<file path="config.mk">
export PLATFORM = sky130hd
export DESIGN_NAME = pwm_shadow_channel
export DESIGN_NICKNAME = d
export VERILOG_FILES = /design/src/rtl/pwm_shadow_pkg.sv /design/src/rtl/pwm_stage_regs.sv /design/src/rtl/pwm_prescaler.sv /design/src/rtl/pwm_counter_core.sv /design/src/rtl/pwm_shadow_channel.sv
export SDC_FILE = /design/constraint.sdc
export NUM_CORES = 1
export LEC_CHECK = 0
export BUFFER_PORTS_ARGS = -buffer_cell sky130_fd_sc_hd__clkbuf_2
export CAP_MARGIN = 10
export CORE_ASPECT_RATIO = 1.4
export CORE_MARGIN = 3
export CORE_UTILIZATION = 50
export DETAILED_ROUTE_END_ITERATION = 12
export PLACE_DENSITY = 0.66
export SYNTH_ARGS = -nofsm -noshare
export SYNTH_HDL_FRONTEND = slang
export SYNTH_SLANG_ARGS = --single-unit
</file>
<file path="constraint.sdc">
create_clock -name clk -period 4.8 [get_ports clk]
set_input_delay 0.48 -clock clk [delete_from_list [all_inputs] [get_ports clk]]
set_output_delay 0.48 -clock clk [all_outputs]
set_load 0.05 [all_outputs]
</file>
<file path="src/rtl/pwm_shadow_pkg.sv">
package pwm_shadow_pkg;
  // Register select codes; the bench and software rely on these values.
  typedef enum logic [1:0] {
    REG_CTL  = 2'd0,
    REG_DUTY = 2'd1,
    REG_PER  = 2'd2,
    REG_NONE = 2'd3
  } reg_sel_e;

  localparam int unsigned CTL_INV_BIT = 2;
endpackage

</file>
<file path="src/rtl/pwm_stage_regs.sv">
module pwm_stage_regs
  import pwm_shadow_pkg::*;
#(
  parameter int unsigned DATA_W = 16,
  parameter int unsigned PRE_W  = 2
) (
  input  logic              clk,
  input  logic              rst,
  input  logic              wr_en,
  input  logic [1:0]        wr_addr,
  input  logic [DATA_W-1:0] wr_data,
  input  logic              commit,
  output logic [PRE_W-1:0]  stg_pre,
  output logic              stg_inv,
  output logic [DATA_W-1:0] stg_duty,
  output logic [DATA_W-1:0] stg_per,
  output logic              pending
);
  reg_sel_e sel;
  logic     wr_per;
  logic     unused_hi;

  assign sel       = reg_sel_e'(wr_addr);
  assign wr_per    = wr_en && (sel == REG_PER);
  assign unused_hi = ^wr_data[DATA_W-1:CTL_INV_BIT+1];

  always_ff @(posedge clk) begin
    if (rst) begin
      stg_pre  <= '0;
      stg_inv  <= 1'b0;
      stg_duty <= '0;
      stg_per  <= '0;
    end else if (wr_en) begin
      case (sel)
        REG_CTL: begin
          stg_pre <= wr_data[PRE_W-1:0];
          stg_inv <= wr_data[CTL_INV_BIT];
        end
        REG_DUTY: stg_duty <= wr_data;
        REG_PER:  stg_per  <= wr_data;
        default: ;
      endcase
    end
  end

  // A write in the commit cycle re-arms, so the newer values commit later.
  always_ff @(posedge clk) begin
    if (rst)         pending <= 1'b0;
    else if (wr_per) pending <= 1'b1;
    else if (commit) pending <= 1'b0;
  end

  p_pend_set_r5: assert property (@(posedge clk) disable iff (rst)
    wr_per |=> pending);
  p_pend_clear_r6: assert property (@(posedge clk) disable iff (rst)
    (commit && !wr_per) |=> !pending);
endmodule

</file>
<file path="src/rtl/pwm_prescaler.sv">
module pwm_prescaler #(
  parameter int unsigned PRE_W = 2
) (
  input  logic             clk,
  input  logic             rst,
  input  logic             tick,
  input  logic [PRE_W-1:0] act_pre,
  input  logic             commit,
  output logic             ptick
);
  localparam int unsigned PCNT_W = (1 << PRE_W) - 1;

  logic [PCNT_W-1:0] pcnt;
  logic [PCNT_W-1:0] lim;

  // Limit is 2^code - 1.
  assign lim   = ~({PCNT_W{1'b1}} << act_pre);
  assign ptick = tick && (pcnt == lim);

  always_ff @(posedge clk) begin
    if (rst)        pcnt <= '0;
    else if (commit) pcnt <= '0;
    else if (tick)  pcnt <= ptick ? '0 : pcnt + 1'b1;
  end

  p_pcnt_range_r2: assert property (@(posedge clk) disable iff (rst)
    pcnt <= lim);
  p_pcnt_restart_r11: assert property (@(posedge clk) disable iff (rst)
    commit |=> (pcnt == '0));
endmodule

</file>
<file path="src/rtl/pwm_counter_core.sv">
module pwm_counter_core #(
  parameter int unsigned DATA_W = 16,
  parameter int unsigned PRE_W  = 2
) (
  input  logic              clk,
  input  logic              rst,
  input  logic              ptick,
  input  logic              run_en,
  input  logic              pending,
  input  logic [PRE_W-1:0]  stg_pre,
  input  logic              stg_inv,
  input  logic [DATA_W-1:0] stg_duty,
  input  logic [DATA_W-1:0] stg_per,
  output logic              commit,
  output logic              running,
  output logic [DATA_W-1:0] cnt,
  output logic [PRE_W-1:0]  act_pre,
  output logic              act_inv,
  output logic [DATA_W-1:0] act_duty,
  output logic [DATA_W-1:0] act_per
);
  logic              at_end;
  logic              nxt_run;
  logic [DATA_W-1:0] nxt_cnt;
  logic [DATA_W-1:0] eff_per;

  assign at_end  = (cnt == act_per - DATA_W'(1));
  assign eff_per = commit ? stg_per : act_per;

  always_comb begin
    commit  = 1'b0;
    nxt_run = running;
    nxt_cnt = cnt;
    if (ptick) begin
      if (running) begin
        if (at_end) begin
          commit  = pending;
          nxt_cnt = '0;
          nxt_run = run_en && (eff_per != '0);
        end else begin
          nxt_cnt = cnt + DATA_W'(1);
        end
      end else if (run_en) begin
        commit  = pending;
        nxt_cnt = '0;
        nxt_run = (eff_per != '0);
      end
    end
  end

  always_ff @(posedge clk) begin
    if (rst) begin
      running  <= 1'b0;
      cnt      <= '0;
      act_pre  <= '0;
      act_inv  <= 1'b0;
      act_duty <= '0;
      act_per  <= '0;
    end else begin
      running <= nxt_run;
      cnt     <= nxt_cnt;
      if (commit) begin
        act_pre  <= stg_pre;
        act_inv  <= stg_inv;
        act_duty <= stg_duty;
        act_per  <= stg_per;
      end
    end
  end

  p_atomic_hold_r5: assert property (@(posedge clk) disable iff (rst)
    !commit |=> ($stable(act_pre) && $stable(act_inv) &&
                 $stable(act_duty) && $stable(act_per)));
  p_atomic_load_r5: assert property (@(posedge clk) disable iff (rst)
    commit |=> (act_per == $past(stg_per) && act_duty == $past(stg_duty) &&
                act_pre == $past(stg_pre) && act_inv == $past(stg_inv)));
  p_cnt_bound_r3: assert property (@(posedge clk) disable iff (rst)
    running |-> (cnt < act_per));
  p_commit_armed_r7: assert property (@(posedge clk) disable iff (rst)
    commit |-> pending);
endmodule

</file>
<file path="src/rtl/pwm_shadow_channel.sv">
module pwm_shadow_channel #(
  parameter int unsigned DATA_W = 16,
  parameter int unsigned PRE_W  = 2
) (
  input  logic              clk,
  input  logic              rst,
  input  logic              ref_tick,
  input  logic              run_en,
  input  logic              wr_en,
  input  logic [1:0]        wr_addr,
  input  logic [DATA_W-1:0] wr_data,
  output logic              pwm_out
);
  logic              commit, pending, ptick, running;
  logic [PRE_W-1:0]  stg_pre, act_pre;
  logic              stg_inv, act_inv;
  logic [DATA_W-1:0] stg_duty, stg_per, act_duty, act_per, cnt;
  logic              out_nxt;

  pwm_stage_regs #(.DATA_W(DATA_W), .PRE_W(PRE_W)) u_stage (
    .clk(clk), .rst(rst), .wr_en(wr_en), .wr_addr(wr_addr),
    .wr_data(wr_data), .commit(commit), .stg_pre(stg_pre),
    .stg_inv(stg_inv), .stg_duty(stg_duty), .stg_per(stg_per),
    .pending(pending)
  );

  pwm_prescaler #(.PRE_W(PRE_W)) u_presc (
    .clk(clk), .rst(rst), .tick(ref_tick), .act_pre(act_pre),
    .commit(commit), .ptick(ptick)
  );

  pwm_counter_core #(.DATA_W(DATA_W), .PRE_W(PRE_W)) u_core (
    .clk(clk), .rst(rst), .ptick(ptick), .run_en(run_en),
    .pending(pending), .stg_pre(stg_pre), .stg_inv(stg_inv),
    .stg_duty(stg_duty), .stg_per(stg_per), .commit(commit),
    .running(running), .cnt(cnt), .act_pre(act_pre), .act_inv(act_inv),
    .act_duty(act_duty), .act_per(act_per)
  );

  // Stopped: inactive level when enabled with period 0, otherwise forced low.
  always_comb begin
    if (running)                         out_nxt = (cnt < act_duty) ^ act_inv;
    else if (run_en && act_per == '0)    out_nxt = act_inv;
    else                                 out_nxt = 1'b0;
  end

  always_ff @(posedge clk) begin
    if (rst) pwm_out <= 1'b0;
    else     pwm_out <= out_nxt;
  end

  p_stop_low_r8: assert property (@(posedge clk) disable iff (rst)
    (!running && !run_en) |=> !pwm_out);
  p_zero_period_r9: assert property (@(posedge clk) disable iff (rst)
    (run_en && act_per == '0) |=> (pwm_out == $past(act_inv)));
  p_reset_state_r10: assert property (@(posedge clk)
    $past(rst) |-> (!pwm_out && !pending && act_per == '0));
endmodule

</file>
# Yosys cells after proc, flatten, opt, wreduce, memory -nomap -nowiden
# Cells that the tools add are included.
[word_totals] ff_bits=92 ramBits=0 word_cells=54 latchBits=0 n_memories=0 in_bits=23 romBits=0
[op_classes] n_addsub=3 n_mul=0 n_reduce_logical=14 n_eq_ne=4 magnitude_cmp=1 bitwise=2 shift=1 n_div=0 n_mux=16
[op_table] op="$mux 16" n=4
[op_table] op="$add 16x1->16 const B" n=1
[op_table] op="$eq 16x16->1" n=1
[op_table] op="$logic_not 16->1" n=1
[op_table] op="$lt 16x16->1" n=1
[op_table] op="$reduce_bool 16->1" n=1
[op_table] op="$sub 16x1->16 const B" n=1
[op_table] op="$mux 1" n=11
[op_table] op="$reduce_and 2->1" n=4
[op_table] op="$logic_and 1x1->1" n=4
[op_table] op="$reduce_bool 2->1" n=2
[op_table] op="$add 3x1->3 const B" n=1
[op_table] op="$eq 3x3->1" n=1
[op_table] op="$mux 3" n=1
[op_table] op="$not 3->3" n=1
[op_table] op="$shl 3x2->3 const A" n=1
[op_table] op="$eq 2x1->1 const B" n=1
[op_table] op="$eq 2x2->1 const B" n=1
[op_table] op="$logic_not 2->1" n=1
[op_table] op="$reduce_or 2->1" n=1
[op_table] op="$xor 1x1->1" n=1

# Logic depth before layout (Yosys ltp)
# Gate-level depths: netlist of the first run.
[depth] depth_word=10 ltp_mapped=13

# By module
# From an unflattened synthesis of the first run, not the netlist that was laid out.
[hier_totals] cells_unflattened=540 area_unflattened_um2=4949.7
[by_module_without_submodules] mod="pwm_counter_core" cells_each=316 area_per_inst_um2=2786.4 seq_area_each_um2=1041.0 n_inst=1
[by_module_without_submodules] mod="pwm_stage_regs" cells_each=139 area_per_inst_um2=1488.9 seq_area_each_um2=720.7 n_inst=1
[by_module_without_submodules] mod="pwm_shadow_channel" cells_each=65 area_per_inst_um2=474.2 seq_area_each_um2=20.0 n_inst=1
[by_module_without_submodules] mod="pwm_prescaler" cells_each=20 area_per_inst_um2=200.2 seq_area_each_um2=60.1 n_inst=1

# Worst setup path before layout of the first run
# No wires, ideal clock.
[synth_timing] path_kind="reg-to-reg" startpoint="register u_core.act_per[0]" endpoint="register u_core.act_duty[10]" t_arrival_ns=2.967 required_ns=4.672 setup_time_ns=0.128 n_path_buf=3 path_stages_with_launch=14 slack_ns=1.706 synth_period_minus_slack_ns=3.094 cell_sequence="dfxtp_1 -> inv_1 -> ha_1 -> or4b_1 -> buf_2 -> or3_1 -> a2111oi_2 -> o2111ai_1 -> a2111oi_2 -> o21ai_1 -> buf_6 -> buf_6 -> mux2i_1 -> nor2_1"
[synth_via] elab_chain_cells=5
[synth_lines] element="from (decl)" line="pwm_counter_core.sv:20" text="output logic [DATA_W-1:0] act_per"
[synth_lines] element="from (signal assigned)" line="pwm_counter_core.sv:66" text="act_per <= stg_per;"
[synth_lines] element="$sub 16x1->16" line="pwm_counter_core.sv:27" text="assign at_end = (cnt == act_per - DATA_W'(1));"
[synth_lines] element="$eq 16x16->1" line="pwm_counter_core.sv:27"
[synth_lines] element="$mux 1" line="pwm_counter_core.sv:36" text="if (at_end) begin"
[synth_lines] element="$mux 1" line="pwm_counter_core.sv:35" text="if (running) begin"
[synth_lines] element="$mux 1" line="pwm_counter_core.sv:34" text="if (ptick) begin"
[synth_lines] element="to (signal assigned)" line="pwm_counter_core.sv:65" text="act_duty <= stg_duty;"
[synth_lines] element="to (decl)" line="pwm_counter_core.sv:19" text="output logic [DATA_W-1:0] act_duty,"
# No other way between the ends.
# A chain may end at the register's enable or synchronous reset.

# Worst setup path in the final report of the first run
[layout_timing] startpoint="register u_core.act_per[0]" endpoint="register u_core.act_duty[6]"
# Same word-level chain as after synthesis.

==> load_flow_metrics.sql, run 1 <==
INSERT INTO impl_metrics (metric_group, metric, value, unit) VALUES
('place', 'routabilityCongestion', '0.846', ''),
('hold_path', 'holdPathStages', '3', ''),
('detailed_routing', 'drt_pass1_iterations', '5', ''),
('detailed_routing', 'route.detailed.drc', '0', ''),
('detailed_routing', 'detail_route.vias_per_cell', '5.57', ''),
('clock_network', 'clk_transition_reported_paths', '0.07', 'ns'),
('place', 'placed_instance_area', '4630', 'µm²'),
('critical_path', 'crit-reg2reg-capture', 'u_core.act_duty[6]', ''),
('floorplan', 'die_width', '86.3', 'µm'),
('pwr', 'cellLeakagePower', '2.10', 'nW'),
('floorplan', 'ioPinCount', '24', ''),
('clock_network', 'cts_hold_buf', '0', ''),
('logic_synthesis', 'synth_cell_types', '48', ''),
('layout', 'diodes', '0', ''),
('detailed_routing', 'wire_per_inst', '15.5', 'µm'),
('critical_path', 'worstSetupEndpointType', 'register', ''),
('critical_path', 'critical_path.endpoint', 'u_core.act_duty[6]', ''),
('timing', 'fmax', '272', 'MHz'),
('logic_synthesis', 'syn_avg_cell_area', '8.46', 'µm²'),
('timing', 'fin_setup_tns', '0', 'ns'),
('critical_path', 'required', '5.01', 'ns'),
('logic_synthesis', 'syn_area', '4510', 'µm²'),
('detailed_routing', 'postRouteWirelength', '10100', 'µm'),
('floorplan', 'floorplan.initialDensity', '51.8', '%'),
('timing', 'hold_viol_final', '0', ''),
('clock_network', 'cts.path.max_buffers', '2', ''),
('critical_path', 'timing.critical_path.from_type', 'register', ''),
('pwr', 'peak_ir_drop_on_the_vdd_network', '0.221', 'mV'),
('clock_network', 'cts_max_level', '3', ''),
('place', 'number_of_input_and_output_port_buffers_inserted', '23', ''),
('critical_path', 'worst_path_max_delay_cell', 'or4b_1', ''),
('logic_synthesis', 'yosys_warnings', '0', ''),
('timing', 'fin_worst_skew', '0.00572', 'ns'),
('hold_path', 'timing.hold.worst.class', 'input pin to register', ''),
('layout', 'final_core_util', '56.7', '%'),
('global_route', 'first_global_vias', '3457', ''),
('critical_path', 'rrSetupSlack', '1.13', 'ns'),
('critical_path', 'cp.depth', '11', ''),
('timing', 'rsz_0062_raised_after_global_routing', 'false', ''),
('critical_path', 'critPathMostFrequentCell', 'a2111oi_2', ''),
('logic_synthesis', 'synth_nets', '574', ''),
('global_route', 'largest_net_degree_at_the_start_of_global_routing', '76', ''),
('clock_network', 'tritoncts_num_sinks', '92', ''),
('logic_synthesis', 'dominantRegCellSynth', 'dfxtp_1', ''),
('timing', 'timing_worst_slew_pin_value', '0.724', 'ns'),
('critical_path', 'worstReg2RegStart', 'u_core.act_per[0]', ''),
('clock_network', 'clock-root-buffer', 'clkbuf_16', ''),
('critical_path', 'path_delay_family', 'compound AO/OA/AOI/OAI gates', ''),
('layout', 'final_nets', '581', ''),
('critical_path', 'setup.worst_path.class', 'register to register', ''),
('global_route', 'overflow', '0', ''),
('layout', 'layout-drive-gt1-share', '8.44', '%'),
('logic_synthesis', 'postSynthRegisterBits', '92', ''),
('global_route', 'gr-usage-all-layers', '20.6', '%'),
('detailed_routing', 'detail-route-antenna-nets', '0', ''),
('logic_synthesis', 'synth-async-reset-ratio', '0', '%'),
('floorplan', 'die_extent_in_y', '118', 'µm'),
('critical_path', 'worstPathArrival', '3.88', 'ns'),
('clock_network', 'worstSkewPairLatency', '0.35', 'ns'),
('run_status', 'outcome', 'finished, final reports clean', ''),
('critical_path', 'path_buf_inv', '2', ''),
('critical_path', 'cp_cell_sequence', 'inv_1 > ha_1 > or4b_1 > or3_1 > a2111oi_2 > o2111ai_1 > a2111oi_2 > o21ai_4 > buf_4 > mux2i_1 > nor2_1', ''),
('pwr', 'power.density', '324', 'nW/µm²'),
('global_route', 'antenna_violations_before_repair', '0', ''),
('clock_network', 'cts_resized', '0', ''),
('logic_synthesis', 'post_synth_inst_count', '533', ''),
('critical_path', 'cp-startpoint', 'u_core.act_per[0]', ''),
('critical_path', 'worstRegToRegCells', '11', ''),
('critical_path', 'critical_path.max_stage_delay', '0.60', 'ns'),
('clock_network', 'cts-buffers-inserted', '9', ''),
('logic_synthesis', 'synth.yosys.seq_area_share', '40.8', '%');
[Yosys cell counts, types with 2 or more instances]
cell type / number / area, µm²
nand3b_1: 5 / 37.5
clkbuf_1: 18 / 67.6
xor2_1: 14 / 123
nor4_1: 10 / 62.6
o31ai_1: 2 / 15.0
and3b_1: 2 / 17.5
or3_1: 4 / 25.0
buf_6: 5 / 56.3
xnor2_1: 19 / 166
and3_1: 3 / 18.8
nor3b_1: 4 / 30.0
buf_2: 2 / 10.0
dfxtp_1: 92 / 1840
nand2b_1: 5 / 31.3
a21o_1: 6 / 45.0
inv_1: 21 / 78.8
or4b_1: 2 / 20.0
a211oi_1: 3 / 22.5
and4_1: 3 / 26.3
mux2i_1: 40 / 400
a2111oi_2: 2 / 30.0
a21oi_1: 41 / 205
ha_1: 18 / 225
nand3_1: 8 / 40.0
nand2_1: 78 / 293
nand4_1: 10 / 62.6
or4_1: 6 / 45.0
buf_1: 3 / 11.3
nor3_1: 12 / 60.1
nor2_1: 72 / 270
o211ai_1: 3 / 22.5
o21ai_0: 4 / 20.0
[tightest hold or removal path, delay by kind of cell]
family	cells	cell delay [ns]
simple gates	1	0.05
buf+inv	1	0.09
compound gates	1	0.05
[registers in the layout, summed over array words and instances, names as in the netlist, 2 cells and up]
register,flops
u_core.act_duty,16
u_core.act_per,16
u_core.cnt,16
u_stage.stg_duty,16
u_stage.stg_per,16
u_presc.pcnt,3
u_core.act_pre,2
u_stage.stg_pre,2
[how the worst min path moves through the flow]
stage                                     end  slack [ns]                 from
after floorplan           u_stage.stg_duty[0]        0.44  u_stage.stg_duty[0]
after global placement    u_stage.stg_duty[7]        0.44  u_stage.stg_duty[7]
after detailed placement  u_stage.stg_duty[0]        0.45  u_stage.stg_duty[0]
after CTS                 u_stage.stg_duty[4]        0.36           wr_data[4]
after global routing      u_stage.stg_duty[3]        0.37           wr_data[3]
final                     u_stage.stg_duty[4]        0.36           wr_data[4]
[area by class of cell]
class	instances	area (µm²)	area share (%)
multi-input combinational	391	2450	49.6
inverter	21	78.8	1.60
clock buffer	9	225	4.56
timing repair buffer	25	130	2.64
sequential	92	1840	37.3
tap	105	131	2.66
clock inverter	7	82.6	1.67
[layer usage]
metal	vias up	wire length (µm)	track usage [%]
li1	1852	-	-
met1	1677	4520	26.3
met2	73	4980	33.6
met3	19	297	3.42
met4	0	274	9.55
met5	-	0	0
[cells by family (layout without fill, tap and decap cells)]
family          count (synthesis)  count (layout)  synth area share [%]
simple gates                  228             228                  23.7
flops                          92              92                  40.8
compound gates                 71              71                  9.82
buf+inv                        50              62                  5.13
mux                            41              41                  9.13
xor+xnor                       33              33                  6.41
fa+ha+maj                      18              18                  4.99
[metrics by stage]
stage	power [mW]	cells	worst slack [ns]	hold slack, ns
finish	1.60	650	1.13	0.365
global route	1.66	650	0.862	0.372
CTS	1.62	650	1.14	0.358
detailed placement	0.887	634	1.15	0.447
global placement	0.885	634	1.26	0.443
floorplan	0.859	533	1.71	0.436
[power breakdown]
| part | switching [mW] | leakage (nW) | total (mW) | internal (mW) |
|---|---|---|---|---|
| clock network | 0.319 | 0.150 | 0.733 | 0.414 |
| logic | 0.0490 | 1.21 | 0.0797 | 0.0306 |
| registers | 0.0133 | 0.744 | 0.789 | 0.776 |
[cell usage in the layout (no fill, tap or decap), drive strengths merged, types with 6 or more instances in the layout]
master | Yosys | final
a21o | 6 | 6
a21oi | 41 | 41
clkbuf | 18 | 32
dfxtp | 92 | 92
ha | 18 | 18
inv | 21 | 25
mux2i | 40 | 40
nand2 | 78 | 78
nand3 | 8 | 8
nand4 | 10 | 10
nor2 | 72 | 72
nor3 | 12 | 12
nor4 | 10 | 10
or4 | 6 | 6
xnor2 | 19 | 19
xor2 | 14 | 14
Note: power is estimated with default switching activity, not from simulation.
==> run 2: changes to the inputs <==
--- a/config.mk
+++ b/config.mk
@@ -11,7 +11,7 @@
 export CORE_MARGIN = 3
 export CORE_UTILIZATION = 50
 export DETAILED_ROUTE_END_ITERATION = 12
-export PLACE_DENSITY = 0.66
+export PLACE_DENSITY = 0.69
 export SYNTH_ARGS = -nofsm -noshare
 export SYNTH_HDL_FRONTEND = slang
 export SYNTH_SLANG_ARGS = --single-unit
==> constraint.sdc (replaced) <==
create_clock -name clk -period 3.2 [get_ports clk]
set_input_delay 0.32 -clock clk [delete_from_list [all_inputs] [get_ports clk]]
set_output_delay 0.32 -clock clk [all_outputs]
set_load 0.05 [all_outputs]
==> run 2 against run 1 <==
Worst hold slack got worse by 0.16 ns. Clock power rose by 57%. Critical path depth rose by 2. Combinational power rose by 69%. Sequential cell count did not move. Core utilization rose by 3.7 points. Largest power group unchanged.
==> load_flow_metrics.sql, run 2 (same netlist as run 1, synthesis figures left out) <==
INSERT INTO impl_metrics (metric_group, metric, value, unit) VALUES
('timing', 'timing_worst_slew_pin_value', '0.979', 'ns'),
('hold_path', 'holdPathStages', '3', ''),
('layout', 'diodes', '0', ''),
('layout', 'stdcell_area', '5260', 'µm²'),
('floorplan', 'row_count', '40', ''),
('global_route', 'met1_usage', '26.8', '%'),
('layout', 'layout-drive-gt1-share', '14.1', '%'),
('pwr', 'p_seq_share', '47.9', '%'),
('pwr', 'clock_power_share', '46.7', '%'),
('global_route', 'first_global_vias', '3660', ''),
('clock_network', 'cts-buffers-inserted', '9', ''),
('pwr', 'cellLeakagePower', '2.23', 'nW'),
('timing', 'fin_worst_skew', '0.00684', 'ns'),
('clock_network', 'cts.path.max_buffers', '2', ''),
('timing', 'hold_viol_final', '0', ''),
('pwr', 'power_report.internal_total', '1.91', 'mW'),
('place', 'number_of_input_and_output_port_buffers_inserted', '23', ''),
('place', 'placed_instance_area', '4770', 'µm²'),
('clock_network', 'clock-root-buffer', 'clkbuf_16', ''),
('critical_path', 'cp-startpoint', 'u_core.act_per[1]', ''),
('critical_path', 'worstRegToRegCells', '13', ''),
('detailed_routing', 'num_vias', '3810', ''),
('global_route', 'grt-busiest-layer', 'met2', ''),
('global_route', 'largest_net_degree_at_the_start_of_global_routing', '51', ''),
('layout', 'final_nets', '602', ''),
('layout', 'final_cell_mix', 'dfxtp_1 (91), nand2_1 (78), nor2_1 (72)', ''),
('place', 'routabilityCongestion', '0.967', ''),
('pwr', 'comb_power_share', '5.5', '%'),
('pwr', 'switching_portion_of_total_power', '22.7', '%'),
('timing', 'period_share', '97.6', '%'),
('detailed_routing', 'wire_per_inst', '16.4', 'µm'),
('global_route', 'grt_pass1_wl', '17500', 'µm'),
('global_route', 'overflow', '0', ''),
('critical_path', 'crit-reg2reg-capture', 'u_core.act_per[1]', ''),
('timing', 'fmax', '320', 'MHz'),
('clock_network', 'cts_max_level', '3', ''),
('critical_path', 'timing.critical_path.from_type', 'register', ''),
('detailed_routing', 'postRouteWirelength', '11000', 'µm'),
('pwr', 'power.density', '470', 'nW/µm²'),
('timing', 'max_slew_violation_total_from_the_final_report', '0', ''),
('critical_path', 'required', '3.39', 'ns'),
('floorplan', 'die_width', '86.3', 'µm'),
('floorplan', 'dieArea', '10200', 'µm²'),
('detailed_routing', 'route.detailed.drc', '0', ''),
('layout', 'layout.cells.most_common', 'dfxtp_1', ''),
('detailed_routing', 'detail_route.vias_per_cell', '5.68', ''),
('clock_network', 'clk_transition_reported_paths', '0.07', 'ns'),
('critical_path', 'worstReg2RegStart', 'u_core.act_per[1]', ''),
('critical_path', 'critical_path.max_stage_delay', '0.47', 'ns'),
('timing', 'rsz_0062_raised_after_global_routing', 'true', ''),
('job', 'max_cap_viol_count', '0', ''),
('place', 'dp_cells', '649', ''),
('pwr', 'peak_ir_drop_on_the_vdd_network', '0.379', 'mV'),
('timing', 'timing.final.setup_violations', '0', ''),
('clock_network', 'tritoncts_clock_tree', 'yes', ''),
('critical_path', 'worstPathArrival', '3.32', 'ns'),
('global_route', 'gr-usage-all-layers', '21.5', '%'),
('detailed_routing', 'detail-route-antenna-nets', '0', ''),
('global_route', 'gr-usage-met3', '3.42', '%'),
('floorplan', 'die_extent_in_y', '118', 'µm'),
('floorplan', 'floorplan.core_area', '8710', 'µm²'),
('layout', 'finalNonFillerCells', '671', ''),
('layout', 'fill_cells', '812', ''),
('global_route', 'grt_util_met2', '36.5', '%'),
('critical_path', 'worst_path_max_delay_cell', 'or4b_4', ''),
('pwr', 'reported_net_switching_power', '0.561', 'mW'),
('floorplan', 'floorplan.initialDensity', '51.8', '%'),
('critical_path', 'setup.worst_path.class', 'register to register', ''),
('detailed_routing', 'drtIter0Drc', '291', ''),
('hold_path', 'timing.hold.worst.class', 'input pin to register', ''),
('critical_path', 'critPathMaxFanout', '11', ''),
('floorplan', 'ioPinCount', '24', ''),
('place', 'place_hpwl', '7690', 'µm'),
('critical_path', 'rrSetupSlack', '0.08', 'ns'),
('hold_path', 'timing.hold.worst.start', 'wr_data[15]', ''),
('timing', 'relSlewSlack', '34.7', '%'),
('hold_path', 'min_delay_worst_endpoint', 'u_stage.stg_per[15]', ''),
('timing', 'final.hold.worst_slack', '0.206', 'ns'),
('layout', 'flow.area_growth_from_synthesis', '16.7', '%'),
('clock_network', 'worstSkewPairLatency', '0.34', 'ns'),
('critical_path', 'cp_cell_sequence', 'inv_2 > ha_4 > or4b_4 > buf_6 > or4_1 > nand3_1 > nor3b_2 > a2111oi_2 > buf_4 > o21ai_4 > buf_6 > mux2i_1 > nor2_1', ''),
('run_status', 'outcome', 'finished, final reports clean', ''),
('clock_network', 'cts_hold_buf', '0', ''),
('detailed_routing', 'drt_pass1_iterations', '5', ''),
('clock_network', 'tritoncts_num_sinks', '92', ''),
('critical_path', 'critPathMostFrequentCell', 'buf_6', ''),
('timing', 'final.min_clock_period', '3.12', 'ns'),
('global_route', 'antenna_violations_before_repair', '0', ''),
('critical_path', 'worstSetupEndpointType', 'register', '');
## run 2: cell count changes in the layout (fill, tap and decap cells not counted), moves of 2 or more
cell / delta
buf_4: +14
buf_6: +3
buf_12: +2
clkbuf_16: +2
inv_1: -2
inv_2: +2
inv_8: -2
mux2i_1: -2
mux2i_2: +2
or4_1: -2
or4_4: +2
## run 2: per-stage QoR
step           worst slack, ns  setup TNS, ns  util [%]  total power, mW
3_3_place_gp            0.0797              0      54.7             1.33
6_report                0.0778              0      60.4             2.47
2_1_floorplan            0.106              0         -             1.29
4_1_cts                -0.0345        -0.0742      58.4             2.48
5_1_grt                -0.0566         -0.966      60.4             2.55
3_5_place_dp            0.0120              0      54.7             1.34
## run 2: cell type report
class | instances | area (µm²) | area share, %
Multi-Input combinational cell | 391 | 2530 | 48.0
Sequential cell | 92 | 1840 | 35.0
Timing Repair Buffer | 46 | 359 | 6.83
Clock buffer | 10 | 229 | 4.35
Tap cell | 105 | 131 | 2.50
Clock inverter | 6 | 93.8 | 1.78
Inverter | 21 | 78.8 | 1.50
## run 2: worst max-delay path, delay by kind of cell (launching register included)
kind | cells | cell delay (ns)
AND/OR/NAND/NOR | 5 | 1.29
multiplexers | 1 | 0.20
AO/OA/AOI/OAI | 2 | 0.41
buffers and inverters | 4 | 0.60
flip-flops | 1 | 0.32
adder cells (fa/ha/maj) | 1 | 0.15
## run 2: worst max-delay path by stage
stage | cells after the start | end | slack [ns]
final | 13 | u_core.act_per[1] | 0.08
after global routing | 13 | u_core.act_per[1] | -0.06
after CTS | 13 | u_core.act_per[15] | -0.03
after detailed placement | 12 | u_core.running | 0.01
after global placement | 12 | u_core.running | 0.08
after floorplan | 13 | u_core.act_per[5] | 0.11
## run 2: power groups by stage
stage          Clock, mW  Sequential [mW]  Combinational, mW
3_5_place_dp           0             1.21              0.129
3_3_place_gp           0             1.21              0.126
6_report            1.15             1.18              0.135
2_1_floorplan          0             1.20             0.0879
4_1_cts             1.16             1.18              0.130
5_1_grt             1.21             1.18              0.151
## run 2: repair_timing
item,4_1_cts,5_1_grt
endpoints found under the hold margin,0,0
gates cloned,0,3
resized for setup,0,20
endpoints found under the setup margin,3,55
pin swaps,0,7
setup buffers,0,3
## run 2: layer usage
| metal | part of all wire (%) | up-vias | wire length, µm |
|---|---|---|---|
| li1 | - | 1892 | - |
| met1 | 42 | 1797 | 4650 |
| met2 | 51 | 95 | 5620 |
| met3 | 4.0 | 26 | 438 |
| met4 | 2.6 | 0 | 291 |
| met5 | 0 | - | 0 |
